`src/rtl/irqc_pkg.sv`:
```
package irqc_pkg;

  localparam logic [7:0] SPUR_VEC = 8'd24;

  // priority level of a source index
  function automatic logic [2:0] src_level(input int idx, input int n_ext, input int n_int);
    if (idx < n_ext)              return 3'(idx + 1);
    else if (idx < n_ext + n_int) return 3'(((idx - n_ext) % 6) + 1);
    else                          return 3'd7;
  endfunction

  function automatic logic [7:0] vec_calc(input logic [7:0] base, input int idx);
    return base + 8'(idx);
  endfunction

endpackage

```
`src/rtl/irqc_pin_cond.sv`:
```
module irqc_pin_cond (
  input  logic clk,
  input  logic rst_n,
  input  logic pin,
  input  logic edge_mode,
  input  logic act_low,
  input  logic clr,
  output logic req
);
  logic act, act_q, pend, edge_set;

  assign act      = pin ^ act_low;
  assign edge_set = edge_mode & act & ~act_q;

  always_ff @(posedge clk or negedge rst_n) begin
    if (!rst_n) begin
      act_q <= 1'b0;
      pend  <= 1'b0;
    end else begin
      act_q <= act;
      pend  <= edge_set | (pend & ~clr);
    end
  end

  assign req = edge_mode ? pend : act;

  // a latched edge survives until a clearing write
  a_r7_edge_hold: assert property (@(posedge clk) disable iff (!rst_n)
    (pend && !clr) |=> pend);

endmodule

```
`src/rtl/irqc_nest.sv`:
```
module irqc_nest (
  input  logic       clk,
  input  logic       rst_n,
  input  logic       ack,
  input  logic [2:0] ack_lvl,
  input  logic       eoi,
  output logic [7:0] isr,
  output logic [2:0] top
);
  logic [7:0] isr_nx;

  always_comb begin
    top = 3'd0;
    for (int l = 1; l < 8; l++)
      if (isr[l]) top = 3'(l);
  end

  always_comb begin
    isr_nx = isr;
    if (eoi && top != 3'd0) isr_nx[top] = 1'b0;
    if (ack) isr_nx[ack_lvl] = 1'b1;
  end

  always_ff @(posedge clk or negedge rst_n) begin
    if (!rst_n) isr <= 8'd0;
    else        isr <= isr_nx;
  end

  // an acknowledge leaves its level in service
  a_r8_ack_marks: assert property (@(posedge clk) disable iff (!rst_n)
    ack |=> isr[$past(ack_lvl)]);

endmodule

```
`src/rtl/irqc_resolve.sv`:
```
module irqc_resolve
  import irqc_pkg::*;
#(
  parameter int N_EXT = 5,
  parameter int N_INT = 8,
  localparam int N_SRC = N_EXT + N_INT
)(
  input  logic             clk,
  input  logic             rst_n,
  input  logic [N_SRC-1:0] live,
  input  logic             dbg,
  input  logic [2:0]       isr_top,
  input  logic [2:0]       ack_lvl,
  input  logic [7:0]       vbase,
  output logic [2:0]       ipl,
  output logic [7:0]       vec
);
  logic [2:0] best;
  logic       hit;
  int         win;

  always_comb begin
    best = 3'd0;
    for (int i = 0; i < N_SRC; i++)
      if (live[i] && src_level(i, N_EXT, N_INT) > best) best = src_level(i, N_EXT, N_INT);
  end

  assign ipl = dbg ? 3'd7 : ((best > isr_top) ? best : 3'd0);

  always_comb begin
    hit = 1'b0;
    win = 0;
    for (int i = N_SRC - 1; i >= 0; i--)
      if (live[i] && src_level(i, N_EXT, N_INT) == ack_lvl) begin
        hit = 1'b1;
        win = i;
      end
    if (ack_lvl == 3'd7 && dbg) begin
      hit = 1'b1;
      win = N_SRC;
    end
  end

  assign vec = hit ? vec_calc(vbase, win) : SPUR_VEC;

  // debug always on top
  a_r9_dbg_top: assert property (@(posedge clk) disable iff (!rst_n)
    dbg |-> ipl == 3'd7);
  // nothing live means nothing presented
  a_r2_quiet: assert property (@(posedge clk) disable iff (!rst_n)
    (live == '0 && !dbg) |-> ipl == 3'd0);
  // a presented normal level is above the in-service level
  a_r8_above_isr: assert property (@(posedge clk) disable iff (!rst_n)
    (ipl != 3'd0 && ipl != 3'd7) |-> ipl > isr_top);

endmodule

```
`src/rtl/nest_irq_ctrl.sv`:
```
module nest_irq_ctrl
  import irqc_pkg::*;
#(
  parameter int         N_EXT  = 5,
  parameter int         N_INT  = 8,
  parameter int         DW     = 16,
  parameter logic [7:0] VB_RST = 8'h40
)(
  input  logic             clk,
  input  logic             rst_n,
  input  logic [N_EXT-1:0] ext_irq,
  input  logic [N_INT-1:0] int_req,
  input  logic             dbg_req,
  input  logic             reg_wr,
  input  logic [2:0]       reg_addr,
  input  logic [DW-1:0]    reg_wdata,
  output logic [DW-1:0]    reg_rdata,
  input  logic             iack,
  input  logic [2:0]       iack_lvl,
  output logic [2:0]       ipl,
  output logic [7:0]       vec,
  output logic             wake
);
  localparam int N_SRC   = N_EXT + N_INT;
  localparam int POL_OFS = DW / 2;

  localparam logic [2:0] A_EN = 3'd0, A_WK = 3'd1, A_ST = 3'd2,
                         A_CF = 3'd3, A_VB = 3'd4, A_IS = 3'd5;

  logic [N_SRC-1:0] en_r, wk_r, raw, live;
  logic [N_EXT-1:0] edge_r, pol_r, ext_req, clr;
  logic [7:0]       vbase, isr;
  logic [2:0]       isr_top;
  logic             eoi;

  always_ff @(posedge clk or negedge rst_n) begin
    if (!rst_n) begin
      en_r   <= '0;
      wk_r   <= '0;
      edge_r <= '0;
      pol_r  <= '0;
      vbase  <= VB_RST;
    end else if (reg_wr) begin
      case (reg_addr)
        A_EN: en_r  <= reg_wdata[N_SRC-1:0];
        A_WK: wk_r  <= reg_wdata[N_SRC-1:0];
        A_CF: begin
          edge_r <= reg_wdata[N_EXT-1:0];
          pol_r  <= reg_wdata[POL_OFS +: N_EXT];
        end
        A_VB: vbase <= reg_wdata[7:0];
        default: ;
      endcase
    end
  end

  assign clr = (reg_wr && reg_addr == A_ST) ? reg_wdata[N_EXT-1:0] : '0;
  assign eoi = reg_wr && reg_addr == A_IS;

  for (genvar k = 0; k < N_EXT; k++) begin : g_pin
    irqc_pin_cond u_pin (
      .clk(clk), .rst_n(rst_n), .pin(ext_irq[k]),
      .edge_mode(edge_r[k]), .act_low(pol_r[k]), .clr(clr[k]),
      .req(ext_req[k])
    );
  end

  assign raw  = {int_req, ext_req};
  assign live = raw & en_r;
  assign wake = dbg_req | (|(raw & wk_r));

  irqc_nest u_nest (
    .clk(clk), .rst_n(rst_n), .ack(iack), .ack_lvl(iack_lvl),
    .eoi(eoi), .isr(isr), .top(isr_top)
  );

  irqc_resolve #(.N_EXT(N_EXT), .N_INT(N_INT)) u_res (
    .clk(clk), .rst_n(rst_n), .live(live), .dbg(dbg_req),
    .isr_top(isr_top), .ack_lvl(iack_lvl), .vbase(vbase),
    .ipl(ipl), .vec(vec)
  );

  always_comb begin
    reg_rdata = '0;
    case (reg_addr)
      A_EN: reg_rdata[N_SRC-1:0] = en_r;
      A_WK: reg_rdata[N_SRC-1:0] = wk_r;
      A_ST: reg_rdata[N_SRC-1:0] = raw;
      A_CF: begin
        reg_rdata[N_EXT-1:0]         = edge_r;
        reg_rdata[POL_OFS +: N_EXT]  = pol_r;
      end
      A_VB: reg_rdata[7:0] = vbase;
      A_IS: reg_rdata[7:0] = isr;
      default: ;
    endcase
  end

  // a wake-enabled pending source must raise wake
  a_r10_wake: assert property (@(posedge clk) disable iff (!rst_n)
    ((ext_req & wk_r[N_EXT-1:0]) != '0) |-> wake);
  // the spurious vector is never produced while that level has a live source
  a_r4_no_false_spur: assert property (@(posedge clk) disable iff (!rst_n)
    (iack_lvl == 3'd7 && dbg_req) |-> vec != SPUR_VEC || vbase == 8'(SPUR_VEC - 8'(N_SRC)));

endmodule

```
`config.mk`:
```
export PLATFORM = sky130hd
export DESIGN_NAME = nest_irq_ctrl
export DESIGN_NICKNAME = d
export VERILOG_FILES = /design/src/rtl/irqc_pkg.sv /design/src/rtl/irqc_pin_cond.sv /design/src/rtl/irqc_nest.sv /design/src/rtl/irqc_resolve.sv /design/src/rtl/nest_irq_ctrl.sv
export SDC_FILE = /design/constraint.sdc
export NUM_CORES = 1
export LEC_CHECK = 0
export ABC_AREA = 1
export ABC_CLOCK_PERIOD_IN_PS = 7470
export BUFFER_PORTS_ARGS = -buffer_cell sky130_fd_sc_hd__buf_2
export CORE_ASPECT_RATIO = 0.7
export CORE_MARGIN = 2
export CORE_UTILIZATION = 50
export CTS_CLUSTER_SIZE = 10
export DETAILED_ROUTE_END_ITERATION = 8
export PLACE_DENSITY = 0.73
export SLEW_MARGIN = 20
export SYNTH_ARGS = -nofsm -noshare
export SYNTH_HDL_FRONTEND = slang
export SYNTH_SLANG_ARGS = --single-unit
```
`constraint.sdc`:
```
create_clock -name clk -period 7.47 [get_ports clk]
set_clock_uncertainty 0.05 [all_clocks]
set_input_delay 1.494 -clock clk [delete_from_list [all_inputs] [get_ports clk]]
set_output_delay 1.494 -clock clk [all_outputs]
set_load 0.05 [all_outputs]
```
==> results of run 1 <==
worst max-delay path, stage by stage:
cell and delay (ns):
sky130_fd_sc_hd__buf_2 0.11, sky130_fd_sc_hd__or2_1 0.24, sky130_fd_sc_hd__nand3_2 0.11, sky130_fd_sc_hd__nand3_4 0.13, sky130_fd_sc_hd__or2_1 0.28, sky130_fd_sc_hd__o41ai_1 0.08, sky130_fd_sc_hd__nand2_1 0.08, sky130_fd_sc_hd__a21oi_1 0.12
sky130_fd_sc_hd__o21ai_0 0.11, sky130_fd_sc_hd__ha_1 0.23, sky130_fd_sc_hd__fa_1 0.39, sky130_fd_sc_hd__nand2_1 0.07, sky130_fd_sc_hd__inv_1 0.05, sky130_fd_sc_hd__o21ai_0 0.25, sky130_fd_sc_hd__nand2_1 0.11, sky130_fd_sc_hd__nand3_1 0.09
sky130_fd_sc_hd__xor2_1 0.07, sky130_fd_sc_hd__nor2_1 0.11, sky130_fd_sc_hd__buf_2 0.28
worst max-delay path by stage:
stage | depth (start not counted) | slack (ns) | endpoint | start
after floorplan | 17 | 1.68 | vec[6] | ext_irq[4]
after global placement | 19 | 1.65 | vec[6] | ext_irq[4]
after detailed placement | 19 | 1.53 | vec[6] | ext_irq[4]
after CTS | 19 | 1.53 | vec[6] | ext_irq[4]
after global routing | 19 | 1.33 | vec[6] | ext_irq[4]
final | 19 | 1.50 | vec[6] | ext_irq[4]
area by class of cell:
type                    count  share of cell area [%]
inverters                  68                   5.786
multi-input cells         373                   44.64
well taps                  98                   2.779
repair buffers             62                   7.090
clock inverters             6                   1.617
clock buffers              10                   2.893
flip-flops and latches     62                   35.20
cells in the final DEF (no fill, tap or decap), types with 3 or more instances in the layout:
cell / count
sky130_fd_sc_hd__ha_1: 7
sky130_fd_sc_hd__a21oi_1: 10
sky130_fd_sc_hd__nor3_2: 3
sky130_fd_sc_hd__a221oi_1: 6
sky130_fd_sc_hd__o21ai_1: 4
sky130_fd_sc_hd__inv_1: 59
sky130_fd_sc_hd__dfrtp_1: 61
sky130_fd_sc_hd__nand4_1: 4
sky130_fd_sc_hd__or2_4: 3
sky130_fd_sc_hd__o22ai_1: 3
sky130_fd_sc_hd__nor3_1: 6
sky130_fd_sc_hd__nand2_1: 152
sky130_fd_sc_hd__o21ai_0: 67
sky130_fd_sc_hd__inv_2: 9
sky130_fd_sc_hd__or2_1: 8
sky130_fd_sc_hd__nand3_1: 25
sky130_fd_sc_hd__a22o_1: 4
sky130_fd_sc_hd__a22oi_1: 3
sky130_fd_sc_hd__o41ai_1: 3
sky130_fd_sc_hd__conb_1: 3
sky130_fd_sc_hd__clkbuf_8: 9
sky130_fd_sc_hd__o2111ai_1: 8
sky130_fd_sc_hd__nor2_1: 28
sky130_fd_sc_hd__buf_2: 61
sky130_fd_sc_hd__nand3_4: 3
sky130_fd_sc_hd__nand3_2: 3
state kept, by name, summed over array words and instances (netlist names):
| name | count |
|---|---|
| edge_r | 5 |
| en_r | 13 |
| g_pin.u_pin.act_q | 5 |
| g_pin.u_pin.pend | 5 |
| pol_r | 5 |
| u_nest.isr | 8 |
| vbase | 8 |
| wk_r | 13 |
through the flow:
step / util [%] / hold slack (ns) / setup slack [ns]
6_report: 59.74 / 0.3827 / 1.505
5_1_grt: 59.74 / 0.4226 / 1.330
3_3_place_gp: 57.05 / 0.3661 / 1.650
2_1_floorplan: - / 0.3603 / 1.680
4_1_cts: 59.74 / 0.3854 / 1.528
3_5_place_dp: 57.05 / 0.3751 / 1.533
power breakdown:
group	switching [uW]	total (uW)	internal (uW)	leakage (uW)
Clock	145	301	156	0.0000931
Combinational	291	420	129	0.00143
Sequential	60.2	463	403	0.000742
cells by family (layout without fill, tap and decap cells):
kind of cell	Yosys count	in the layout	synth area share, %
other	1	3	0.09769
adders and majority gates	8	8	2.803
buffers and inverters	83	146	8.442
DFF	62	62	40.45
xor gates and xnor gates	2	2	0.4564
and+or+nand+nor	242	242	29.30
AOI/OAI and AO/OA	118	118	18.45
routing by layer:
metal	vias to the layer above	routed length (um)	global-route usage [%]
li1	1834	-	-
met1	1803	4992	40.40
met2	175	4894	42.56
met3	20	1052	8.844
met4	0	138	9.103
met5	-	0	0
==> run summary, run 1 <==
The global-route wire length before repair is 18400 um. The top cell type's share of synthesized area came out at 39.77%. The number of cell rows is 26. The cts-stage hold buffer count came out at 0. Routability-driven placement finished with a final weighted congestion of 0.9496. The synthesized cell area is 3839 um^2.

Measured along the y axis, the die boundary spans 77.31 um. The proportion of synthesized chip area in sequential cells is 40.45%. The number of enable flip-flop cells after synthesis is 0. The area of combinational cells with multiple inputs came out at 1969 um^2. The predominant post-synthesis flop cell is sky130_fd_sc_hd__dfrtp_1.

The path with the worst hold slack has its endpoint at g_pin[2].u_pin.pend. The initial antenna violation count was 0. The register area came out at 1553 um^2. The net total in the final layout is 624. The clock transition at the register clock pins on the worst setup and hold paths after CTS came out at 0.07 ns.

The worst setup path is of the input pin to output pin kind. The power per cell area came out at 268.6 nW/um^2. The share of layout cells above drive strength 1 came out at 18.42%. The min-delay analysis places its worst path in the category register to register. The filler-free cell count of the finished design came out at 679. Counting I/O delays and the setup requirement, the final critical path takes 5.965 ns. The number of H-tree branching levels came out at 3. The largest fanout of any net on the critical path came out at 6. STA classifies the critical path endpoint as an output pin. The most numerous cell in the Yosys netlist is sky130_fd_sc_hd__nand2_1. The full die area came out at 8406 um^2. The final hold violation count is 0. After synthesis, the mean cell area works out to 7.439 um^2. The initial cell density of the core is 51.98%. The final critical path takes up 79.86% of the cycle.

At the worst endpoint, the required time is 5.93 ns. The post-route total power came out at 1185 uW. The run finished with clean final reports. TritonCTS built the clock tree. The wire length reported by the detailed router came out at 11080 um. After detailed routing, the number of vias per cell comes to 5.644. The origin of the worst min-delay path is g_pin[2].u_pin.act_q. The number of pins with negative max-slew slack in the final report came out at 0. The overall overflow remaining after global route came out at 0. The slack of the worst reg-to-reg path came out at 5.68 ns.

For this run, the number of Yosys warnings is 0. Buffers placed on the I/O ports in this run total 61. In this run, distinct cell masters in the synthesized netlist total 43. The die is 108.7 um wide.

The worst-case IR drop observed on VDD is 0.0001432 V. Global routing used 28.84% of the available tracks. The DRC violation count after routing came out at 0.

The layout overhead on the synthesized area came out at 14.93%. The data arrival time of the critical path came out at 4.42 ns. Summed over all instances, the cell type with the most area after synthesis is sky130_fd_sc_hd__dfrtp_1. The HPWL after detailed placement is 8348 um. The number of DRC markers in iteration 0 is 421. The setup-violating endpoint count in the final report is 0.

The number of gates resized after cts came out at 0. The number of cells on the worst reg-to-reg path is 7. The buffer levels on the longest clock path came out at 2.

In the post-synthesis netlist, the biggest area contributors are sky130_fd_sc_hd__dfrtp_1 40%, sky130_fd_sc_hd__nand2_1 15%, sky130_fd_sc_hd__o21ai_0 8.7%, sky130_fd_sc_hd__inv_1 5.8%, sky130_fd_sc_hd__nand3_1 3.3%. In this run the critical register-to-register path is captured at u_nest.isr[4]. The antenna diode count came out at 0. The analysis attributes to cell leakage a power of 0.002260 uW. The number of max-cap violations is 0.

At the pin with the least slew margin, the transition time is 0.8260 ns. The fmax came out at 0.1676 GHz. The number of fill cells in the layout came out at 662. In this run, CTS created clock tree buffers numbering 9. The final setup TNS is 0 ns. Of all flip-flops after synthesis, the portion carrying an async set or reset was 100.0%.

The number of synthesized register bits came out at 62. The pre-antenna-repair detailed-routing pass consisted of 7 iterations. Across all layers, the routed design uses 3832 vias. The via count of the first global-routing pass came out at 3785.

The latest clock arrival within the worst-skew pair came out at 0.35 ns. The reg-to-reg startpoint is u_nest.isr[2]. Clock tree synthesis found a total of 62 sinks. The average routed wire per standard cell is 16.31 um.

Ranked by instance count, the synthesized netlist is headed by 152 x sky130_fd_sc_hd__nand2_1, 67 x sky130_fd_sc_hd__o21ai_0, 61 x sky130_fd_sc_hd__dfrtp_1. Headroom to the max-slew limit came out at 44.80%. The library cell used as clock root buffer is sky130_fd_sc_hd__clkbuf_8. The number of nets still failing antenna checks after routing came out at 0. The total area inside the core boundary comes to 7385 um^2. The placed standard-cell area is 4213 um^2. The cell count after synthesis is 516. The critical path startpoint category is an input pin. The number of top-level pins came out at 68.

Including well taps, the total number of placed cells is 663. Entering global routing, the biggest net connects 63 pins. The number of buffers added for setup after CTS is 0.

Setup repair after global routing left no endpoint under its margin. The final instance area is 4412 um^2. Along the worst hold path, the cell count comes to 1.
No activity file was read; power rests on OpenSTA's default activity.
==> run 2, diff against run 1 <==
--- a/config.mk
+++ b/config.mk
@@ -5,15 +5,15 @@
 export SDC_FILE = /design/constraint.sdc
 export NUM_CORES = 1
 export LEC_CHECK = 0
-export ABC_AREA = 1
-export ABC_CLOCK_PERIOD_IN_PS = 7470
+export ABC_AREA = 0
+export ABC_CLOCK_PERIOD_IN_PS = 5600
 export BUFFER_PORTS_ARGS = -buffer_cell sky130_fd_sc_hd__buf_2
 export CORE_ASPECT_RATIO = 0.7
 export CORE_MARGIN = 2
 export CORE_UTILIZATION = 50
 export CTS_CLUSTER_SIZE = 10
 export DETAILED_ROUTE_END_ITERATION = 8
-export PLACE_DENSITY = 0.73
+export PLACE_DENSITY = 0.72
 export SLEW_MARGIN = 20
 export SYNTH_ARGS = -nofsm -noshare
 export SYNTH_HDL_FRONTEND = slang
==> constraint.sdc (replaced) <==
create_clock -name clk -period 5.6 [get_ports clk]
set_clock_uncertainty 0.05 [all_clocks]
set_input_delay 1.12 -clock clk [delete_from_list [all_inputs] [get_ports clk]]
set_output_delay 1.12 -clock clk [all_outputs]
set_load 0.05 [all_outputs]
==> run summary, run 2 <==
The flow ran to the end, and the final reports show no timing, DRC or antenna violations. The number of pins with negative max-slew slack in the final report was 0. The global router's overall resource usage came out at 28.67%. The share of layout cells above drive strength 1 came out at 33.56%.

The cts-stage hold buffer count came out at 0. In this run the worst path has a maximum fanout of 6. The number of synthesized register bits came out at 62. The number of cells on the worst reg-to-reg path is 4. The number of cells on the worst hold path is 1. The total via count in the routed design came out at 3393.

Setup repair after global routing left no endpoint under its margin. The height of the chip came out at 78.33 um. The startpoint identified for the worst hold timing path is g_pin[4].u_pin.act_q. The wire length reported by the detailed router is 11350 um. Global routing finished with a remaining overflow of 0. The data arrival time of the critical path came out at 4.08 ns. The slew at the pin with the worst max-slew slack is 0.9591 ns. The Yosys step of the flow raised 0 warnings. The pin count of the biggest net entering global routing came out at 63.

Setup violations remaining at the end of the flow were counted as 0. The type of destination of the critical path is an output pin. The setup path with the least slack is of type input pin to output pin. The unique cell type count in the Yosys netlist came out at 65. Based on the critical path, the design can be clocked at up to 0.1903 GHz.

The initial antenna violation count came out at 0. STA classifies the critical path startpoint as an input pin. The clock period minus worst slack is 5.254 ns. The count of nets left with antenna violations once routing finished came out at 0. The clock transition at the register clock pins on the worst setup and hold paths after CTS is 0.05 ns. The synthesized design contains 0 enable-type register cells. For this design the static power due to leakage is 0.002057 uW. In this run the biggest area consumer among cell types represents 38.68% of the synthesized area. The root buffer cell chosen for the clock tree is sky130_fd_sc_hd__clkbuf_16. Leaving out fill and tap cells, the most frequent cells in the layout are 61 x sky130_fd_sc_hd__dfrtp_1, 61 x sky130_fd_sc_hd__buf_2, 41 x sky130_fd_sc_hd__mux2_2, 32 x sky130_fd_sc_hd__nand2_1, 26 x sky130_fd_sc_hd__inv_1. The number of max-cap violations came out at 0. Cells fill 59.68% of the core in the end. The cell count after placement is 529.

The number of gates resized after cts came out at 0. The buffer levels on the longest clock path came out at 2. The number of cell rows came out at 27. The count of buffers added on input and output ports is 61. The first-pass iteration count of the detailed router is 5.

The min-delay analysis places its worst path in the category register to register. The average routed wire per standard cell came out at 20.82 um. The number of buffers added for setup after CTS is 0.

For this design the ratio of total power to cell area is 400.9 nW/um^2. The worst register-to-register path begins at u_nest.isr[6]. The core region is 7770 um^2.

The full die area came out at 8631 um^2. The number of DRC markers in iteration 0 is 283. The final setup TNS is 0 ns. Pin placement for this block handled 68 I/O pins. The latest clock arrival within the worst-skew pair came out at 0.33 ns. The largest registers in the layout are en_r (13), wk_r (13).

The relative slew slack is 35.71%. The worst register-to-register path has a setup slack of 3.73 ns. The via density per instance is 6.226. The cell type with the largest total area after synthesis is sky130_fd_sc_hd__dfrtp_1. The clock tree from TritonCTS is built. The cell count after synthesis is 375.

The predominant post-synthesis flop cell is sky130_fd_sc_hd__dfrtp_1. The share of the cycle needed by the critical path after routing is 93.82%. The worst IR drop on VDD is 0.0002522 V.

The via count of the first global-routing pass came to 3308. The first global-routing pass estimated 18040 um of wire. The number of buffers inserted during clock tree synthesis came out at 9. The share of total power in sequential cells is 35.8%.

The repair_antennas step left the layout with diodes totalling 0. The clock net sink count is 62. The die is 110.2 um wide.

The proportion of synthesized chip area in sequential cells is 39.35%. The initial utilization of the core area, before any placement, comes to 50.79%. The number of H-tree branching levels is 3. The fraction of power spent switching nets is 38.72%. The fraction of power consumed by the clock network is 26.9%. Summing every instance area after synthesis gives 3946 um^2. The routability-driven placement congestion ratio is 0.8907.

Per report_power, the combinational group accounts for 37.3% of the total. Compared with the post-synthesis result, the final layout area differs by 17.50%. At the end of the flow, the number of nets in the layout was 487. Leaving out filler cells and counting taps, the final layout contains 545. The number of fill cells in the layout is 676. Detailed placement ended at an HPWL of 8494 um. Yosys instantiated no cell more often than sky130_fd_sc_hd__dfrtp_1. The async set-or-reset flop fraction in the synthesized netlist came out at 100.0%. For hold timing, the worst endpoint is g_pin[4].u_pin.pend. At the worst endpoint, the required time is 4.43 ns. Counting instances in the post-synthesis netlist gives the leading cell types as 61 x sky130_fd_sc_hd__dfrtp_1, 41 x sky130_fd_sc_hd__mux2_2, 32 x sky130_fd_sc_hd__nand2_1. The final hold violation count was 0. In this run the critical register-to-register path is captured at u_nest.isr[1]. The DRC violation count after routing is 0.

The net switching power came out at 719.7 uW. In the post-synthesis netlist, the biggest area contributors are sky130_fd_sc_hd__dfrtp_1 39%, sky130_fd_sc_hd__mux2_2 12%, sky130_fd_sc_hd__mux4_2 6.8%, sky130_fd_sc_hd__nand2_1 3.0%, sky130_fd_sc_hd__inv_1 2.5%. The average instance area after synthesis came out at 10.52 um^2. The internal portion of the total power is 1139 uW.
[run 2: cell count changes in the layout (fill, tap and decap cells not counted), moves of 9 or more]
cell | before | now
sky130_fd_sc_hd__nor2b_1 | 0 | 9
sky130_fd_sc_hd__mux2_2 | 0 | 41
sky130_fd_sc_hd__inv_1 | 59 | 26
sky130_fd_sc_hd__nand3_1 | 25 | 6
sky130_fd_sc_hd__clkbuf_16 | 0 | 9
sky130_fd_sc_hd__o21ai_0 | 67 | 19
sky130_fd_sc_hd__inv_2 | 9 | 0
sky130_fd_sc_hd__nand2_1 | 152 | 32
sky130_fd_sc_hd__nand2b_1 | 0 | 10
sky130_fd_sc_hd__mux4_2 | 0 | 12
sky130_fd_sc_hd__nor2_1 | 28 | 11
sky130_fd_sc_hd__o22ai_1 | 3 | 12
[run 2: worst max-delay path by stage]
stage / start / endpoint / slack [ns] / depth (start not counted)
floorplan: iack_lvl[2] / vec[7] / 0.37 / 12
global placement: iack_lvl[1] / vec[6] / 0.45 / 14
detailed placement: ext_irq[3] / vec[7] / 0.43 / 13
CTS: iack_lvl[1] / vec[6] / 0.37 / 14
global route: ext_irq[3] / vec[5] / 0.08 / 13
finish: ext_irq[3] / vec[7] / 0.35 / 13
[run 2: power groups by stage]
stage / clock (uW) / sequential, uW / combinational, uW
finish: 500 / 665 / 693
global route: 533 / 681 / 755
CTS: 507 / 663 / 692
detailed placement: 0 / 669 / 686
global placement: 0 / 663 / 669
floorplan: 0 / 627 / 530
[run 2: through the flow]
step	total power, uW	worst slack (ns)	hold slack [ns]	instance area [um^2]
after global routing	1969	0.08295	0.4230	4637
after global placement	1332	0.4549	0.3781	4364
after floorplan	1157	0.3727	0.3594	3954
final	1859	0.3461	0.4054	4637
after CTS	1862	0.3692	0.4106	4628
after detailed placement	1355	0.4304	0.4045	4364
[run 2: cell type report]
class / instances / area (um^2) / share of cell area, %
multi-input combinational: 272 / 2238 / 48.27
sequential: 62 / 1553 / 33.49
timing repair buffer: 68 / 357.8 / 7.717
clock buffer: 14 / 254.0 / 5.478
tap: 101 / 126.4 / 2.725
inverter: 26 / 97.59 / 2.105
clock inverter: 2 / 10.01 / 0.2159
[run 2: logic make-up (layout without fill, tap and decap cells)]
kind of cell	after synthesis	count (layout)	synth area share, %
buffers and inverters	43	110	4.661
adder cells (fa/ha/maj)	8	8	2.727
flip-flops	62	62	39.35
AO/OA/AOI/OAI	99	99	18.17
AND/OR/NAND/NOR	96	96	13.25
XOR/XNOR	9	9	2.188
other	1	3	0.09503
multiplexers	57	57	19.56
[run 2: layer usage]
layer	global-route usage [%]	vias up	routed length (um)
met4	9.125	0	201
li1	-	1532	-
met3	8.555	14	1062
met1	41.13	1687	5076
met2	41.60	160	5009
met5	0	-	0
[run 2: worst max-delay path, cell delays in order]
cell and delay, ns:
sky130_fd_sc_hd__buf_2 0.10, sky130_fd_sc_hd__xor2_1 0.50, sky130_fd_sc_hd__o2111ai_1 0.24, sky130_fd_sc_hd__o32ai_1 0.22
sky130_fd_sc_hd__o21bai_1 0.16, sky130_fd_sc_hd__nor2b_1 0.26, sky130_fd_sc_hd__ha_1 0.28, sky130_fd_sc_hd__a21o_1 0.16
sky130_fd_sc_hd__a21o_1 0.19, sky130_fd_sc_hd__a21oi_1 0.27, sky130_fd_sc_hd__o21ai_0 0.15, sky130_fd_sc_hd__a21oi_1 0.14
sky130_fd_sc_hd__buf_2 0.27
==> run 3, diff against run 2 <==
--- a/config.mk
+++ b/config.mk
@@ -11,9 +11,11 @@
 export CORE_ASPECT_RATIO = 0.7
 export CORE_MARGIN = 2
 export CORE_UTILIZATION = 50
+export CTS_BUF_LIST = sky130_fd_sc_hd__clkbuf_8
 export CTS_CLUSTER_SIZE = 10
 export DETAILED_ROUTE_END_ITERATION = 8
 export PLACE_DENSITY = 0.72
+export SETUP_SLACK_MARGIN = 0.05
 export SLEW_MARGIN = 20
 export SYNTH_ARGS = -nofsm -noshare
 export SYNTH_HDL_FRONTEND = slang
==> run summary, run 3 (synthesis gave the netlist of run 2 again) <==
The clock net sink count is 62. In this run the remaining antenna-violating nets after routing total 0. The global router's overall resource usage is 27.83%. The worst IR drop on VDD is 0.0002076 V.

For this design the total switching power over the nets is 694.4 uW. The share of layout cells above drive strength 1 is 33.56%. Measured on the finished design, the core utilization comes to 58.37%. The clock transition at the register clock pins on the worst setup and hold paths after CTS is 0.06 ns. The data arrival time of the critical path is 4.02 ns. The average routed wire per standard cell came out at 20.52 um.

The layout overhead on the synthesized area is 14.93%. In this run switching power makes up 41.16% of total power. For this configuration, the core starts out at a cell density of 50.79%. Across the run, the number of max-cap violations was 0. The run finished with clean final reports. The relative slew slack came out at 34.87%. The via count of the first global-routing pass came out at 3294. After floorplanning, the core was sized to cover 7770 um^2.

The wire length reported by the detailed router is 11180 um. The number of clock buffers added by TritonCTS is 9. The share of total power in sequential cells is 39.3%. The critical path goes through buf_2 > xor2_1 > o2111ai_1 > o32ai_1 > o21bai_1 > nor2b_1 > ha_1 > a21o_1 > a21o_1 > a21oi_1 > o21ai_0 > a21oi_1 > buf_2. The minimum setup slack in the final design came out at 0.4148 ns. The analysis attributes to cell leakage a power of 0.002027 uW. The placed standard-cell area is 4364 um^2.

The full die area came out at 8631 um^2. The clock tree from TritonCTS is built. The worst slack after detailed placement came out at 0.4304 ns. The number of fill cells in the layout is 695. The final hold violation count is 0.

The number of H-tree branching levels is 3. Post-CTS timing repair inserted 0 buffers for setup. The half-perimeter wire length after placement came out at 8494 um.

The detailed router placed 3388 vias in this run. The power per cell area is 372.0 nW/um^2. The setup-violating endpoint count in the final report is 0. Clock tree synthesis selected as its root buffer the cell sky130_fd_sc_hd__clkbuf_8. The first-pass iteration count of the detailed router came out at 5. The required time at the worst-slack endpoint is 4.43 ns.

The clock network burns 19.6% of the power. Leaving out fill and tap cells, the most frequent cells in the layout are 61 x sky130_fd_sc_hd__dfrtp_1, 61 x sky130_fd_sc_hd__buf_2, 41 x sky130_fd_sc_hd__mux2_2, 32 x sky130_fd_sc_hd__nand2_1, 30 x sky130_fd_sc_hd__inv_1. For this design, the slowest cell found on the critical path is sky130_fd_sc_hd__xor2_1. The DRC violation count after routing is 0. Summing all non-filler instances in the final layout gives an area of 4536 um^2. The fraction of power consumed by combinational cells came out at 41.0%. The die is 110.2 um wide. The internal power contribution came out at 992.7 uW. The routability-driven placement congestion ratio came out at 0.8907. In the final design database the tool counted 487 nets. The number of cell rows came out at 27. For this design, the CTS-stage hold fixing added 0 buffers. Adding up every negative setup slack in the final design gives 0 ns. The share of the cycle needed by the critical path after routing came out at 92.59%.

The path class of the tightest hold or removal check is register to register. The post-route total power came out at 1687 uW. The largest registers in the layout are en_r (13), wk_r (13). STA classifies the critical path startpoint as an input pin.

The worst setup path is captured at an output pin. The initial antenna violation count is 0. The type of the setup path with the least slack is input pin to output pin. The number of top-level pins came out at 68. The die is 78.33 um tall. The latest clock arrival within the worst-skew pair came out at 0.34 ns. The quantity of I/O buffers inserted on ports is 61. The critical path buffer and inverter count is 2. Setup repair after global routing left no endpoint under its margin. The detailed router finished its first iteration with 327 violations. Entering global routing, the biggest net connects 63 pins. The number of gates resized after cts came out at 0.

The fmax is 0.1929 GHz. The repair_antennas step left the layout with diodes totalling 0. Using the TritonRoute via totals, the vias-per-cell ratio works out to 6.217. The largest fanout of any net on the critical path came out at 6. The global-route wire length before repair is 17620 um. The cell type group with the largest total delay on the critical path is compound AO/OA/AOI/OAI gates.

The buffer levels on the longest clock path is 2. The overall overflow remaining after global route came out at 0. At the pin with the least slew margin, the transition time is 0.9716 ns. The clock period minus worst slack is 5.185 ns. The number of pins with negative max-slew slack in the final report came out at 0. The longest individual stage delay on the worst path is 0.47 ns.
[run 3: path summary, 6_finish.rpt]
kind / from / endpoint / slack, ns / cells after the start
worst max-delay path: ext_irq[3] / vec[7] / 0.41 / 13
worst min-delay path: g_pin[4].u_pin.act_q / g_pin[4].u_pin.pend / 0.41 / 1
worst max register to register: u_nest.isr[6] / u_nest.isr[1] / 3.72 / 4
worst min register to register: g_pin[4].u_pin.act_q / g_pin[4].u_pin.pend / 0.41 / 1
max in group asynchronous: rst_n / wk_r[9] / 4.09 / 2
min in group asynchronous: rst_n / g_pin[4].u_pin.act_q / 0.89 / 2
[run 3: metrics by stage]
step           hold slack [ns]  std cells
6_report                0.4053        545
5_1_grt                 0.4256        545
4_1_cts                 0.4124        545
3_3_place_gp            0.3781        529
3_5_place_dp            0.4045        529
2_1_floorplan           0.3594        377
[run 3: cell type report]
class	count	area, um^2	area share (%)
clock buffer	10	137.6	3.034
timing repair buffer	68	357.8	7.890
clock inverter	6	25.02	0.5517
tap	101	126.4	2.786
inverter	26	97.59	2.152
multi-input combinational	272	2238	49.35
sequential	62	1553	34.23
[run 3: power groups by stage]
stage,combinational (uW),sequential [uW],clock (uW)
after floorplan,530,627,0
after detailed placement,686,669,0
after CTS,690,662,340
after global placement,669,663,0
after global routing,752,680,365
final,692,664,331
[run 3: metal layers]
layer	up-vias	track usage [%]	share of wire (%)
met4	0	6.750	1.1
li1	1529	-	-
met3	13	9.468	11
met5	-	0	0
met2	154	40.80	44
met1	1692	39.72	44
